$ cat config.mk
export PLATFORM = sky130hd
export DESIGN_NAME = hwp_top
export DESIGN_NICKNAME = d
export VERILOG_FILES = /design/src/rtl/hwp_pkg.sv /design/src/rtl/hwp_cursor.sv /design/src/rtl/hwp_assembler.sv /design/src/rtl/hwp_top.sv
export SDC_FILE = /design/constraint.sdc
export NUM_CORES = 1
export LEC_CHECK = 0
export CAP_MARGIN = 10
export CORE_ASPECT_RATIO = 0.6
export CORE_MARGIN = 2
export CORE_UTILIZATION = 40
export CTS_BUF_LIST = sky130_fd_sc_hd__clkbuf_8
export DETAILED_ROUTE_END_ITERATION = 8
export GPL_ROUTABILITY_DRIVEN = 0
export PLACE_DENSITY_LB_ADDON = 0.25
export SETUP_SLACK_MARGIN = 0.05
export SKIP_LAST_GASP = 1
export SYNTH_ARGS = -nofsm -noshare
export SYNTH_HDL_FRONTEND = slang
export SYNTH_SLANG_ARGS = --single-unit
$ cat constraint.sdc
create_clock -name clk -period 3.3 [get_ports clk]
set_clock_uncertainty 0.2 [all_clocks]
set_input_delay 0.66 -clock clk [delete_from_list [all_inputs] [get_ports clk]]
set_output_delay 0.66 -clock clk [all_outputs]
set_load 0.01 [all_outputs]
$ cat src/rtl/hwp_pkg.sv
package hwp_pkg;

    typedef enum logic [2:0] {
        ST_IDLE,
        ST_GATHER,
        ST_FETCH,
        ST_STORE,
        ST_FINISH
    } hwp_state_e;

    typedef struct packed {
        logic [7:0] hi;
        logic [7:0] lo;
    } halfword_t;

    // Place a new byte into the half selected by the byte address parity,
    // keeping the other half from the value read back.
    function automatic halfword_t merge_byte(input logic odd,
                                             input logic [7:0] nb,
                                             input halfword_t old);
        halfword_t r;
        if (odd) begin
            r.hi = nb;
            r.lo = old.lo;
        end else begin
            r.hi = old.hi;
            r.lo = nb;
        end
        return r;
    endfunction

endpackage

$ cat src/rtl/hwp_cursor.sv
module hwp_cursor #(
    parameter int AW = 16,
    parameter int LW = 16
) (
    input  logic          clk,
    input  logic          rst,
    input  logic          load,
    input  logic [AW-1:0] load_addr,
    input  logic [LW-1:0] load_len,
    input  logic          advance,
    output logic [AW-1:0] cur_addr,
    output logic          lone,
    output logic          empty
);
    logic [AW-1:0] addr_q;
    logic [LW-1:0] rem_q;
    logic [LW-1:0] step;

    assign lone     = addr_q[0] || (rem_q == LW'(1));
    assign empty    = (rem_q == '0);
    assign cur_addr = addr_q;
    assign step     = lone ? LW'(1) : LW'(2);

    always_ff @(posedge clk) begin
        if (rst) begin
            addr_q <= '0;
            rem_q  <= '0;
        end else if (load) begin
            addr_q <= load_addr;
            rem_q  <= load_len;
        end else if (advance) begin
            addr_q <= addr_q + AW'(step);
            rem_q  <= rem_q - step;
        end
    end
endmodule

$ cat src/rtl/hwp_assembler.sv
module hwp_assembler
    import hwp_pkg::*;
(
    input  logic       clk,
    input  logic       rst,
    input  logic       take,
    input  logic [7:0] byte_in,
    input  logic       merge,
    input  logic       odd,
    input  halfword_t  old_word,
    input  logic       clear,
    output logic       have_one,
    output halfword_t  word
);
    halfword_t hold_q;
    logic      cnt_q;

    assign have_one = cnt_q;
    assign word     = hold_q;

    always_ff @(posedge clk) begin
        if (rst) begin
            hold_q <= '0;
            cnt_q  <= 1'b0;
        end else begin
            if (take) begin
                if (!cnt_q) hold_q.lo <= byte_in;
                else        hold_q.hi <= byte_in;
                cnt_q <= ~cnt_q;
            end else if (merge) begin
                hold_q <= merge_byte(odd, hold_q.lo, old_word);
            end
            if (clear) cnt_q <= 1'b0;
        end
    end
endmodule

$ cat src/rtl/hwp_top.sv
module hwp_top
    import hwp_pkg::*;
#(
    parameter int AW = 16,
    parameter int LW = 16
) (
    input  logic          clk,
    input  logic          rst,
    input  logic          req_valid,
    output logic          req_ready,
    input  logic [AW-1:0] req_addr,
    input  logic [LW-1:0] req_len,
    input  logic          in_valid,
    output logic          in_ready,
    input  logic [7:0]    in_data,
    output logic          rd_req,
    output logic [AW-1:0] rd_addr,
    input  logic          rd_done,
    input  logic [15:0]   rd_data,
    output logic          wr_req,
    output logic [AW-1:0] wr_addr,
    output logic [15:0]   wr_data,
    input  logic          wr_done,
    output logic          done
);
    hwp_state_e state_q, state_d;

    logic [AW-1:0] cur_addr;
    logic          lone, empty, have_one;
    logic          load, advance, take, merge;
    halfword_t     word;
    logic [AW-1:0] even_addr;

    assign even_addr = {cur_addr[AW-1:1], 1'b0};

    hwp_cursor #(.AW(AW), .LW(LW)) u_cursor (
        .clk(clk), .rst(rst),
        .load(load), .load_addr(req_addr), .load_len(req_len),
        .advance(advance),
        .cur_addr(cur_addr), .lone(lone), .empty(empty)
    );

    hwp_assembler u_asm (
        .clk(clk), .rst(rst),
        .take(take), .byte_in(in_data),
        .merge(merge), .odd(cur_addr[0]), .old_word(halfword_t'(rd_data)),
        .clear(advance),
        .have_one(have_one), .word(word)
    );

    assign req_ready = (state_q == ST_IDLE);
    assign in_ready  = (state_q == ST_GATHER) && !empty;
    assign rd_req    = (state_q == ST_FETCH);
    assign wr_req    = (state_q == ST_STORE);
    assign done      = (state_q == ST_FINISH);
    assign rd_addr   = even_addr;
    assign wr_addr   = even_addr;
    assign wr_data   = word;

    assign load    = req_ready && req_valid;
    assign take    = in_ready && in_valid;
    assign merge   = rd_req && rd_done;
    assign advance = wr_req && wr_done;

    always_comb begin
        state_d = state_q;
        unique case (state_q)
            ST_IDLE:   if (req_valid) state_d = ST_GATHER;
            ST_GATHER: begin
                if (empty)              state_d = ST_FINISH;
                else if (take && lone)  state_d = ST_FETCH;
                else if (take && have_one) state_d = ST_STORE;
            end
            ST_FETCH:  if (rd_done) state_d = ST_STORE;
            ST_STORE:  if (wr_done) state_d = ST_GATHER;
            ST_FINISH: state_d = ST_IDLE;
            default:   state_d = ST_IDLE;
        endcase
    end

    always_ff @(posedge clk) begin
        if (rst) state_q <= ST_IDLE;
        else     state_q <= state_d;
    end
endmodule

==> summary.txt <==
Grt met3 use: 3.81%
Reg clk slew, reported paths: 0.10 ns
Most common cell in the netlist: dfxtp_1
Layout Cell Area excl Fill: 4490 um2
Fin nets: 534
Maximum clock rate: 311 MHz
Hold Buf Count CTS: 0
Netlist cell types: 55
Top_reg_cell synth: dfxtp_1
Endpoints failing hold: 0
Status: finished clean
Worst r2r src: u_cursor.rem_q[8]
Switching share of power: 38.9%
Crit Path Class: flop to flop
Clock tree sinks: 52
Slew headroom: 60.4%
DP Area: 4290 um2
Syn-to-layout area delta: 47.7%
Crit. End Element: flop
Reg2Reg Setup Slack: 0.09 ns
Initial DRT Pass Iterations: 4
1st-iter DRT viols: 192
Synth async-reset ratio: 0%
Period minus WS final: 3.21 ns
Worst Path Arrival: 3.24 ns
Pwr per Cell Area: 663 nW/um2
GRT busiest layer: met1
FF+latch count, synth: 52
Final Total Pwr: 2.98 mW
Largest area contributor in the netlist: dfxtp_1
I/O Pins: 115
Routed Antenna Nets: 0
Met1 Resource Use GR: 34.0%
Final setup viols: 0
Comb power frac: 52.8%
Worst-path fanout max: 2
Crit share post-route: 97.4%
GRT Util Overall: 21.5%
Sequential-to-total area share from yosys stat: 34.2%
Core area: 7330 um2
Worst slew pin tran: 0.592 ns
Slew Limit Fails: 0
Largest net degree at the start of global routing: 54
Yosys warns: 0
Crit start category: flop
P_int: 1.82 mW
GR Util met2: 30.8%
Global-route wire length before repair: 14.3 mm
Port buffer count: 112
DRC errors left: 0
Leak Pwr: 1.64 nW
Clock Tree Buf Depth: 2
CP Launch Point: u_cursor.rem_q[8]
WL final: 9.00 mm
Die area: 8340 um2
RSZ-0062 raised after global routing: yes
Clock Latency Late Sink: 0.31 ns
Synth top area cells: dfxtp_1, a21oi_1, a211oi_1, mux2i_1, buf_4
Die X: 117 um
Mapped cell area: 3040 um2
Worst reg2reg path endpoint: u_cursor.rem_q[10]
Power share of the clock group: 14.8%
Number of vias per cell: 5.47
Max IR drop VDD: 0.278 mV
CTS root buffer: clkbuf_8
Initial antenna violation count: 0
DP HPWL: 6.67 mm
Row count: 24
Share of Yosys cell area claimed by the top area cell type: 34.2%
H-tree depth: 2
Max-Cap Viols: 0
Drt wl/cell: 15.7 um
Share of post-route cells with drive strength above 1: 12.8%
Grt ovf: 0
Post-synth EDFFs: 0
Hold/Removal Path Class: flop to flop
Reg2Reg Depth: 11
CTS tree: done
Num CTS Buffers: 5
Crit path to: u_cursor.rem_q[10]
Cells after synthesis: 360
Die height: 71.5 um
Number of global-route vias before repair: 2,844
Sequential power share: 32.4%
Psw: 1.16 mW
Starting Density: 41.5%
Ant. Diodes: 0
Routed via count: 3,135
Syn_area_per_cell: 8.45 um2
Critical Path RT: 3.33 ns
Post-synth top cells: dfxtp_1, a21oi_1, nor2_1, nand2_1, a211oi_1
[sequential cells by signal (all words and copies together), names as in the netlist]
register / cells
state_q: 3
u_cursor.cur_addr: 16
u_asm.word: 16
u_asm.have_one: 1
u_cursor.rem_q: 16
[worst max-delay path, cell delays in order (launching register included)]
cell and delay (ns):
dfxtp_1 0.32, or4_4 0.56, nor4_4 0.28, or2_4 0.17, ha_1 0.16, inv_1 0.06, fa_2 0.36, nor3_4 0.14
nand2_1 0.09, or4_4 0.42, xor2_1 0.17, a211oi_2 0.19
[worst min-delay path by stage]
stage	startpoint	to	cells after the start
3_5_place_dp	u_asm.word[10]	u_asm.word[10]	1
4_1_cts	u_asm.word[10]	u_asm.word[10]	1
3_3_place_gp	u_asm.word[15]	u_asm.word[15]	1
6_report	u_asm.word[8]	u_asm.word[8]	1
2_1_floorplan	u_asm.word[10]	u_asm.word[10]	1
5_1_grt	u_asm.word[8]	u_asm.word[8]	1
[kinds of logic after synthesis]
family	synth area share, %
simple gates	22.5
flops	34.2
compound gates	22.6
fa+ha+maj	1.89
xor+xnor	5.47
buf+inv	8.31
mux	4.94
other cells	0.123
[power by group through the flow]
| stage | Sequential, mW | Clock (mW) | Combinational [mW] |
|---|---|---|---|
| final | 0.964 | 0.442 | 1.57 |
| after global routing | 0.995 | 0.471 | 1.72 |
| after CTS | 0.956 | 0.445 | 1.53 |
| after detailed placement | 0.971 | 0 | 1.51 |
| after floorplan | 0.978 | 0 | 0.886 |
| after global placement | 0.959 | 0 | 1.49 |
[area by class of cell]
class,count,area (um2)
fill,678,2840
sequential,52,1040
timing repair buffer,141,1360
inverter,6,22.5
multi-input combinational,262,1830
clock inverter,3,42.5
tap,104,130
clock buffer,5,68.8
[per-stage QoR]
stage	setup TNS [ns]	std cells	util [%]	worst slack [ns]	hold WS, ns
after floorplan	0	361	-	0.106	0.293
after global placement	0	561	58.6	0.0587	0.245
after detailed placement	-0.0360	561	58.6	-0.0360	0.254
after CTS	-0.0227	570	60.3	-0.0227	0.281
after global routing	-0.115	573	61.3	-0.0893	0.291
final	0	573	61.3	0.0854	0.278
[what timing repair did]
item,CTS,global route
setup buffers,1,3
gates cloned,0,0
pin swaps,5,5
resized for setup,3,13
endpoints found under the setup margin,2,11
[layout by cell type (no fill, tap or decap), types with 4 or more instances in the layout]
cell,n
clkdlybuf4s50_1,111
dfxtp_1,51
a21oi_1,33
nor2_1,30
buf_4,27
nand2_1,23
a211oi_1,20
mux2i_1,15
nand3_1,13
xor2_1,13
o2bb2ai_1,8
and3_1,7
o221ai_1,7
nor3b_1,6
nor3_1,6
xnor2_1,6
nand4_1,6
inv_1,5
or4_4,5
a311oi_1,5
clkbuf_8,5
a31oi_1,4
o21ai_0,4
[per-layer routing]
layer	part of all wire [%]	vias up
met1	50	1502
met4	0.26	0
met3	6.8	2
li1	-	1534
met2	43	97
met5	0	-
Note: power is estimated with default switching activity, not from simulation.
